`src/rtl/dma_seq_pkg.sv`:
```
package dma_seq_pkg;

  typedef enum logic [1:0] {
    SQ_IDLE = 2'd0,
    SQ_BUS  = 2'd1,
    SQ_SEQ  = 2'd2
  } sq_state_t;

  // host register select codes
  localparam logic [1:0] SEL_CTL  = 2'd0;
  localparam logic [1:0] SEL_ADDR = 2'd1;
  localparam logic [1:0] SEL_LEN  = 2'd2;

  // control word field
  localparam int CTL_DIR_BIT = 1;

  // status word bit positions
  localparam int STW       = 8;
  localparam int ST_ARMED  = 0;
  localparam int ST_DIR    = 1;
  localparam int ST_BUSY   = 3;
  localparam int ST_AFULL  = 4;
  localparam int ST_IRQ    = 5;
  localparam int ST_ERR    = 6;
  localparam int ST_DONE   = 7;

endpackage

```
`src/rtl/dma_phase_chain.sv`:
```
module dma_phase_chain #(
  parameter int STAGES = 3
) (
  input  logic              clk,
  input  logic              rst_n,
  input  logic              clr,
  input  logic              start,
  input  logic              tick,
  output logic              upd_o,
  output logic              eoc_end_o,
  output logic [STAGES-1:0] phase_o
);

  logic              pend_q, pend_d;
  logic [STAGES-1:0] stg_q, stg_d;
  logic [STAGES-1:0] shift_in;

  // each stage takes the one before it; stage 0 takes the pending token
  generate
    for (genvar i = 0; i < STAGES; i++) begin : g_link
      if (i == 0) begin : g_head
        assign shift_in[i] = pend_q;
      end else begin : g_body
        assign shift_in[i] = stg_q[i-1];
      end
    end
  endgenerate

  always_comb begin
    pend_d = pend_q;
    stg_d  = stg_q;
    if (clr) begin
      pend_d = 1'b0;
      stg_d  = '0;
    end else if (start) begin
      pend_d = 1'b1;
    end else if (tick) begin
      pend_d = 1'b0;
      stg_d  = shift_in;
    end
  end

  always_ff @(posedge clk or negedge rst_n) begin
    if (!rst_n) begin
      pend_q <= 1'b0;
      stg_q  <= '0;
    end else begin
      pend_q <= pend_d;
      stg_q  <= stg_d;
    end
  end

  assign upd_o     = tick & pend_q & ~clr & ~start;
  assign eoc_end_o = tick & stg_q[STAGES-1] & ~clr & ~start;
  assign phase_o   = stg_q;

endmodule

```
`src/rtl/dma_ptr_regs.sv`:
```
module dma_ptr_regs #(
  parameter int AW = 16,
  parameter int LW = 16,
  parameter int DW = 16
) (
  input  logic          clk,
  input  logic          rst_n,
  input  logic          ld_addr,
  input  logic [AW-1:0] addr_wdata,
  input  logic          ld_len,
  input  logic [LW-1:0] len_wdata,
  input  logic          upd,
  input  logic          cap_fmt,
  input  logic [DW-1:0] fmt_data,
  input  logic          cap_bus,
  input  logic [DW-1:0] bus_data,
  output logic [AW-1:0] addr_o,
  output logic [LW-1:0] len_o,
  output logic          len_zero_o,
  output logic          addr_full_o,
  output logic [DW-1:0] data_o
);

  localparam logic [AW-1:0] ADDR_STEP = AW'(1);
  localparam logic [LW-1:0] LEN_STEP  = LW'(1);

  logic [AW-1:0] addr_q, addr_d;
  logic [LW-1:0] len_q, len_d;
  logic [DW-1:0] data_q, data_d;

  always_comb begin
    addr_d = addr_q;
    len_d  = len_q;
    if (ld_addr) begin
      addr_d = addr_wdata;
    end else if (upd) begin
      addr_d = addr_q + ADDR_STEP;
    end
    if (ld_len) begin
      len_d = len_wdata;
    end else if (upd) begin
      len_d = len_q - LEN_STEP;
    end
  end

  always_comb begin
    data_d = data_q;
    if (cap_fmt) begin
      data_d = fmt_data;
    end else if (cap_bus) begin
      data_d = bus_data;
    end
  end

  always_ff @(posedge clk or negedge rst_n) begin
    if (!rst_n) begin
      addr_q <= '0;
      len_q  <= '0;
      data_q <= '0;
    end else begin
      addr_q <= addr_d;
      len_q  <= len_d;
      data_q <= data_d;
    end
  end

  assign addr_o      = addr_q;
  assign len_o       = len_q;
  assign len_zero_o  = (len_q == '0);
  assign addr_full_o = &addr_q;
  assign data_o      = data_q;

endmodule

```
`src/rtl/dma_seq_ctrl.sv`:
```
module dma_seq_ctrl
  import dma_seq_pkg::*;
(
  input  logic clk,
  input  logic rst_n,
  input  logic ctl_wr,
  input  logic ctl_dir,
  input  logic word_req,
  input  logic bus_gnt,
  input  logic tmerr,
  input  logic eoc_end,
  input  logic len_zero,
  output logic busy_o,
  output logic armed_o,
  output logic done_o,
  output logic err_o,
  output logic irq_o,
  output logic dir_o,
  output logic bus_req_o,
  output logic word_ack_o,
  output logic seq_start_o,
  output logic cap_fmt_o,
  output logic cap_bus_o
);

  sq_state_t st_q, st_d;
  logic armed_q, armed_d;
  logic done_q, done_d;
  logic err_q, err_d;
  logic irq_q, irq_d;
  logic dir_q, dir_d;

  always_comb begin
    st_d        = st_q;
    armed_d     = armed_q;
    done_d      = done_q;
    err_d       = err_q;
    irq_d       = irq_q;
    dir_d       = dir_q;
    word_ack_o  = 1'b0;
    seq_start_o = 1'b0;
    cap_fmt_o   = 1'b0;
    cap_bus_o   = 1'b0;
    if (ctl_wr) begin
      dir_d   = ctl_dir;
      done_d  = 1'b0;
      err_d   = 1'b0;
      irq_d   = 1'b0;
      armed_d = 1'b1;
      st_d    = SQ_IDLE;
    end else begin
      unique case (st_q)
        SQ_IDLE: begin
          if (word_req && armed_q && !err_q) begin
            st_d      = SQ_BUS;
            armed_d   = 1'b0;
            cap_fmt_o = ~dir_q;
          end else if (word_req && done_q && !irq_q) begin
            irq_d      = 1'b1;
            word_ack_o = 1'b1;
          end
        end
        SQ_BUS: begin
          if (bus_gnt) begin
            word_ack_o  = 1'b1;
            cap_bus_o   = dir_q;
            seq_start_o = 1'b1;
            st_d        = SQ_SEQ;
          end
        end
        SQ_SEQ: begin
          if (eoc_end) begin
            st_d = SQ_IDLE;
            if (len_zero) begin
              done_d = 1'b1;
            end else begin
              armed_d = 1'b1;
            end
          end
        end
        default: st_d = SQ_IDLE;
      endcase
      if (tmerr) begin
        err_d = 1'b1;
        irq_d = 1'b1;
      end
    end
  end

  always_ff @(posedge clk or negedge rst_n) begin
    if (!rst_n) begin
      st_q    <= SQ_IDLE;
      armed_q <= 1'b0;
      done_q  <= 1'b0;
      err_q   <= 1'b0;
      irq_q   <= 1'b0;
      dir_q   <= 1'b0;
    end else begin
      st_q    <= st_d;
      armed_q <= armed_d;
      done_q  <= done_d;
      err_q   <= err_d;
      irq_q   <= irq_d;
      dir_q   <= dir_d;
    end
  end

  assign busy_o    = (st_q != SQ_IDLE);
  assign bus_req_o = (st_q == SQ_BUS);
  assign armed_o   = armed_q;
  assign done_o    = done_q;
  assign err_o     = err_q;
  assign irq_o     = irq_q;
  assign dir_o     = dir_q;

endmodule

```
`src/rtl/dma_blk_seq.sv`:
```
module dma_blk_seq
  import dma_seq_pkg::*;
#(
  parameter int HW     = 16,
  parameter int AW     = 16,
  parameter int LW     = 16,
  parameter int DW     = 16,
  parameter int STAGES = 3
) (
  input  logic           clk,
  input  logic           rst_n,
  input  logic           reg_we,
  input  logic [1:0]     reg_sel,
  input  logic [HW-1:0]  reg_wdata,
  output logic [STW-1:0] status_o,
  output logic           bus_req_o,
  input  logic           bus_gnt_i,
  output logic           bus_we_o,
  output logic [AW-1:0]  bus_addr_o,
  input  logic [DW-1:0]  bus_rdata_i,
  output logic [DW-1:0]  bus_wdata_o,
  input  logic           word_req_i,
  output logic           word_ack_o,
  input  logic [DW-1:0]  fmt_data_i,
  output logic [DW-1:0]  fmt_data_o,
  input  logic           tmerr_i,
  input  logic           tick_i,
  output logic           irq_o
);

  logic              ctl_wr, ld_addr, ld_len;
  logic              busy_w, armed_w, done_w, err_w, irq_w, dir_w;
  logic              seq_start_w, cap_fmt_w, cap_bus_w;
  logic              upd_w, eoc_w, len_zero_w, addr_full_w;
  logic [STAGES-1:0] phase_w;
  logic [AW-1:0]     addr_w;
  logic [LW-1:0]     len_w;
  logic [DW-1:0]     data_w;

  assign ctl_wr  = reg_we & (reg_sel == SEL_CTL);
  assign ld_addr = reg_we & (reg_sel == SEL_ADDR) & ~busy_w;
  assign ld_len  = reg_we & (reg_sel == SEL_LEN) & ~busy_w;

  dma_seq_ctrl u_ctrl (
    .clk         (clk),
    .rst_n       (rst_n),
    .ctl_wr      (ctl_wr),
    .ctl_dir     (reg_wdata[CTL_DIR_BIT]),
    .word_req    (word_req_i),
    .bus_gnt     (bus_gnt_i),
    .tmerr       (tmerr_i),
    .eoc_end     (eoc_w),
    .len_zero    (len_zero_w),
    .busy_o      (busy_w),
    .armed_o     (armed_w),
    .done_o      (done_w),
    .err_o       (err_w),
    .irq_o       (irq_w),
    .dir_o       (dir_w),
    .bus_req_o   (bus_req_o),
    .word_ack_o  (word_ack_o),
    .seq_start_o (seq_start_w),
    .cap_fmt_o   (cap_fmt_w),
    .cap_bus_o   (cap_bus_w)
  );

  dma_phase_chain #(.STAGES(STAGES)) u_chain (
    .clk       (clk),
    .rst_n     (rst_n),
    .clr       (ctl_wr),
    .start     (seq_start_w),
    .tick      (tick_i),
    .upd_o     (upd_w),
    .eoc_end_o (eoc_w),
    .phase_o   (phase_w)
  );

  dma_ptr_regs #(.AW(AW), .LW(LW), .DW(DW)) u_regs (
    .clk         (clk),
    .rst_n       (rst_n),
    .ld_addr     (ld_addr),
    .addr_wdata  (reg_wdata[AW-1:0]),
    .ld_len      (ld_len),
    .len_wdata   (reg_wdata[LW-1:0]),
    .upd         (upd_w),
    .cap_fmt     (cap_fmt_w),
    .fmt_data    (fmt_data_i),
    .cap_bus     (cap_bus_w),
    .bus_data    (bus_rdata_i),
    .addr_o      (addr_w),
    .len_o       (len_w),
    .len_zero_o  (len_zero_w),
    .addr_full_o (addr_full_w),
    .data_o      (data_w)
  );

  always_comb begin
    status_o           = '0;
    status_o[ST_ARMED] = armed_w;
    status_o[ST_DIR]   = dir_w;
    status_o[ST_BUSY]  = busy_w;
    status_o[ST_AFULL] = addr_full_w;
    status_o[ST_IRQ]   = irq_w;
    status_o[ST_ERR]   = err_w;
    status_o[ST_DONE]  = done_w;
  end

  assign bus_we_o    = bus_req_o & ~dir_w;
  assign bus_addr_o  = addr_w;
  assign bus_wdata_o = data_w;
  assign fmt_data_o  = data_w;
  assign irq_o       = irq_w;

endmodule

```
`config.mk`:
```
export PLATFORM = sky130hd
export DESIGN_NAME = dma_blk_seq
export DESIGN_NICKNAME = d
export VERILOG_FILES = /design/src/rtl/dma_seq_pkg.sv /design/src/rtl/dma_phase_chain.sv /design/src/rtl/dma_ptr_regs.sv /design/src/rtl/dma_seq_ctrl.sv /design/src/rtl/dma_blk_seq.sv
export SDC_FILE = /design/constraint.sdc
export NUM_CORES = 1
export LEC_CHECK = 0
export ABC_AREA = 0
export ABC_CLOCK_PERIOD_IN_PS = 4500
export BUFFER_PORTS_ARGS = -buffer_cell sky130_fd_sc_hd__clkbuf_2
export CELL_PAD_IN_SITES_DETAIL_PLACEMENT = 0
export CELL_PAD_IN_SITES_GLOBAL_PLACEMENT = 1
export CORE_ASPECT_RATIO = 1.4
export CORE_MARGIN = 8
export CORE_UTILIZATION = 35
export DETAILED_ROUTE_END_ITERATION = 16
export GPL_ROUTABILITY_DRIVEN = 0
export PLACE_DENSITY = 0.86
export SKIP_CTS_REPAIR_TIMING = 1
export SYNTH_ARGS = -nofsm -noshare
export SYNTH_HDL_FRONTEND = slang
export SYNTH_SLANG_ARGS = --single-unit
```
`constraint.sdc`:
```
create_clock -name clk -period 4.5 [get_ports clk]
set_input_delay 0.9 -clock clk [delete_from_list [all_inputs] [get_ports clk]]
set_output_delay 0.9 -clock clk [all_outputs]
set_load 0.01 [all_outputs]
```
==> Word-level counts from Yosys, hierarchy flattened <==
Cells that the tools add are included.
{ "op_classes": {"addsub": 2, "n_eq_ne": 10, "n_mux": 46, "bitwise": 16, "n_reduce_logical": 28} }
{ "op_table": {"columns": ["cell", "n"], "rows": [
  ["$mux 16", 6],
  ["$mux 1", 30],
  ["$reduce_bool 2->1", 9],
  ["$add 16x1->16 const B", 1],
  ["$logic_not 16->1", 1],
  ["$reduce_and 16->1", 1],
  ["$sub 16x1->16 const B", 1],
  ["$and 1x1->1", 12],
  ["$reduce_bool 3->1", 4],
  ["$mux 3", 3],
  ["$ne 3x2->1 const B", 3],
  ["$reduce_and 3->1", 3],
  ["$mux 2", 4],
  ["$ne 3x1->1 const B", 2],
  ["$pmux 2 s3", 1],
  ["$eq 2x1->1 const B", 2],
  ["$eq 2x2->1 const B", 2],
  ["$logic_and 1x1->1", 4],
  ["$logic_not 2->1", 2],
  ["$not 1->1", 4],
  ["$pmux 1 s2", 2],
  ["$reduce_and 4->1", 1],
  ["$logic_not 1->1", 2],
  ["$ne 2x1->1 const B", 1],
  ["$reduce_and 2->1", 1]
]} }
{ "word_totals": {"regBits": 59, "input_bits": 57, "out_inout_bits": 60} }

==> Longest topological paths before layout <==
{ "logic_depth": {"word_depth": 8, "ltp_mapped": 7} }

==> Cells and area by module <==
A second synthesis with hierarchy kept.
{ "unflattened": {"hier_cells": 347, "hier_area_um2": 3329.4} }
{ "by_module_without_submodules": {"columns": ["module", "instances", "cells_per_inst", "area_each_um2", "seq_area_each_um2"], "rows": [
  ["dma_ptr_regs", 1, 267, 2521.2, 1201.2],
  ["dma_seq_ctrl", 1, 35, 395.4, 175.2],
  ["dma_blk_seq", 1, 29, 222.7, 0.0],
  ["dma_phase_chain", 1, 16, 190.2, 100.1]
]} }

==> Worst setup path before layout <==
Ideal clock, no wire load.
{ "synth_timing": {"kind": "input to output", "from": "input port reg_sel[1]", "to": "output port word_ack_o", "t_arrival_ps": 1703, "required_ps": 3600, "path_slack_ps": 1897, "cell_stages": 3, "path_buffers": 1, "path_cell_list": "nor3b_1 -> clkbuf_1 -> a21oi_1"} }
{ "synth_via": {"elab_chain_cells": 3} }
{ "synth_rtl": {"columns": ["item", "line", "source"], "rows": [
  ["start: declaration", "dma_blk_seq.sv:13", "input logic [1:0] reg_sel,"],
  ["$logic_not 2->1", "dma_blk_seq.sv:40", "assign ctl_wr = reg_we & (reg_sel == SEL_CTL);"],
  ["$and 1x1->1", "dma_blk_seq.sv:40", null],
  ["$mux 1", "dma_seq_ctrl.sv:44", "if (ctl_wr) begin"],
  ["end: declaration", "dma_blk_seq.sv:23", "output logic word_ack_o,"]
]} }
No other way between the ends.

==> Worst setup path in the final report <==
{ "layout_timing": {"from": "input port bus_gnt_i", "to": "output port word_ack_o"} }
{ "layout_via": {"elab_chain_cells": 3} }
{ "layout_rtl": {"columns": ["item", "line", "source"], "rows": [
  ["start: declaration", "dma_blk_seq.sv:17", "input logic bus_gnt_i,"],
  ["$mux 1", "dma_seq_ctrl.sv:64", "if (bus_gnt) begin"],
  ["$pmux 1 s2", "dma_seq_ctrl.sv:52", "unique case (st_q)"],
  ["$mux 1", "dma_seq_ctrl.sv:44", null]
]} }
No other way between the ends.

==> out/results.txt <==
Port-buffer cells = 115
Core ar. = 0.00946 mm2
DR vias = 3,209
Antenna diodes = 0
Hold worst-path end = u_chain.phase_o[1]
Cts bufs inserted = 9
Vias in the first global route = 3,201
Pwr/cell area = 624 mW/mm2
Global-route wire length before repair = 16,400 um
Slew Limit Fails = 0
CP startpoint kind = input port
Root Buffer = clkbuf_16
Setup-failing EPs final = 0
Slowest-stage cell, CP = nand3b_1
Clock tree buffer depth = 2
Main flop type after synthesis = dfrtp_1
Detailed Route Iter0 Violations = 166
Die X-Extent = 99.5 um
Row count = 42
DRT Wirelength = 9860 um
IO Pins = 117
Slew headroom = 30.1%
Hold path depth = 2
Crit path required time = 3.60 ns
Yosys warnings = 0
FF+latch count, synth = 59
Largest stage delay, worst path = 0.42 ns
Commonest non-fill, non-tap cell in the layout = clkbuf_2
Worst slew pin tran = 1.05 ns
Antenna Nets Post-Route = 0
Most frequent cells in the layout = clkbuf_2 (115), dfrtp_1 (59), nand2_1 (58)
Worst R2R Path Depth = 6
Netlist Area Pre-Place = 0.00341 mm2
Maximum Capacitance Violations = 0
Crit-path cells = clkbuf_2 -> nand3b_1 -> a21oi_1 -> clkbuf_2
Post-synth EDFFs = 0
Avg Cell Area, Syn = 8.94 um2
Power Total = 2640 uW
Top achievable clock speed = 0.361 GHz
DIE AREA = 0.0132 mm2
FF-to-FF End = u_ctrl.done_o
Fillers = 918
Status = finished, final reports clean
Share of layout cells above drive strength 1 = 30.4%
Via-per-instance ratio = 5.52
Crit-path most repeated cell = clkbuf_2
Syn_nets = 441
Clock sinks = 59
Period minus WS final = 2.77 ns
DP HPWL = 7500 um
Clock latency at the later pin of the worst-skew pair = 0.33 ns
Crit path kind = in -> out
RR Startpoint = u_regs.len_o[0]
Seq/Total Area, Yosys = 43.2%
Max FO, Critical Path = 15
DR WL/cell = 17.0 um
Static Leak = 0.00198 uW
Setup_tns = 0 ns
Grt ovf = 0
Final hold violation count = 0
H-tree depth = 3
R2R Setup Slk = 1.96 ns
Syn-to-layout area delta = 24.0%
Synth cell types = 50
Final Skew = 0.00804 ns
Fin crit share = 61.5%
Mapped Cells = 382
Reg clk slew, reported paths = 0.05 ns
Drt pass-1 iters = 5
Hold Path Class = reg -> reg
Final #Nets = 525
Initial antenna violation count = 0
Global Route Usage Sum = 15.4%
DRC = 0
Chip Height = 133 um
Worst IR Drop VDD = 0.000228 V
Hold path startpoint = u_chain.phase_o[1]
CP endpoint kind = primary output
RSZ-0062 raised after global routing = no
FFs w/ async S/R, synth = 100%
CTS tree = built
Arr. time, crit path = 1.87 ns
Initial Util = 36.1%
Largest net degree at the start of global routing = 33
[critical path, delay by kind of cell]
family | cells | cell delay, ns
buffers and inverters | 2 | 0.26
AND/OR/NAND/NOR | 1 | 0.42
AO/OA/AOI/OAI | 1 | 0.29
[registers in the layout, indices dropped and copies added (netlist names)]
| name | count |
|---|---|
| u_ctrl.err_o | 1 |
| u_ctrl.irq_o | 1 |
| u_chain.pend_q | 1 |
| u_chain.phase_o | 3 |
| u_regs.addr_o | 16 |
| u_ctrl.done_o | 1 |
| u_regs.data_o | 16 |
| u_ctrl.dir_o | 1 |
| u_regs.len_o | 16 |
| u_ctrl.st_q | 2 |
| u_ctrl.armed_o | 1 |
[how the worst max path moves through the flow]
stage / startpoint / to / slack, ns / cells after the start
2_1_floorplan: reg_sel[1] / word_ack_o / 1.90 / 3
3_3_place_gp: reg_sel[1] / u_regs.data_o[4] / 1.69 / 5
4_1_cts: bus_gnt_i / word_ack_o / 1.75 / 4
3_5_place_dp: reg_sel[1] / u_regs.data_o[13] / 1.59 / 5
6_report: bus_gnt_i / word_ack_o / 1.73 / 4
5_1_grt: bus_gnt_i / word_ack_o / 1.62 / 4
[routing by layer]
metal  GRT usage [%]  vias to the layer above  share of wire [%]
met5               0                        -                  0
met3            4.20                       15                7.8
met1            17.1                     1514                 39
li1                -                     1538                  -
met2            26.2                      142                 51
met4            7.85                        0                2.2
[power by group]
part           switching (uW)  total (uW)  internal, uW
Combinational             466         833           368
Sequential                240         984           744
Clock                     238         822           585
Total                     943        2640          1700
[cells in the mapped netlist (5+ instances only)]
master | instances | area, um2
dfrtp_1 | 59 | 1480
nand2_1 | 58 | 218
o21ai_0 | 28 | 140
nand3_1 | 26 | 130
buf_4 | 24 | 180
nor2_1 | 18 | 67.6
mux2i_1 | 16 | 160
or4_1 | 16 | 120
clkbuf_1 | 15 | 56.3
a21oi_1 | 10 | 50.1
a31oi_1 | 10 | 62.6
nand4_1 | 9 | 56.3
o211ai_1 | 9 | 67.6
nor3_1 | 6 | 30.0
nor2b_1 | 5 | 31.3
o31ai_1 | 5 | 37.5
xor2_1 | 5 | 43.8
[final cells by class]
class	instances	area, um2	area share, %
clock buffer	12	267	6.30
clock inverter	4	95.1	2.25
inverter	4	15.0	0.355
multi-input combinational	274	1640	38.8
sequential	59	1480	34.9
tap	110	138	3.25
timing repair buffer	118	598	14.1
[kinds of logic (layout without fill, tap and decap cells)]
family | count (synthesis) | in the layout | synth area share (%)
and+or+nand+nor | 174 | 174 | 27.2
AOI/OAI and AO/OA | 70 | 70 | 12.3
DFF | 59 | 59 | 43.2
buffers and inverters | 49 | 138 | 8.79
muxes | 18 | 18 | 5.35
xor gates and xnor gates | 9 | 9 | 2.31
adders and majority gates | 2 | 2 | 0.733
other | 1 | 1 | 0.110
[through the flow]
step	area [um2]	hold WS [ns]	utilization (%)	instances	worst slack, ns
after floorplan	3410	0.477	-	382	1.90
after global placement	3870	0.495	40.9	565	1.69
after detailed placement	3870	0.521	40.9	565	1.59
after CTS	4230	0.528	44.7	581	1.75
after global routing	4230	0.558	44.7	581	1.62
final	4230	0.529	44.7	581	1.73
Power figures use the tool's default switching activity.
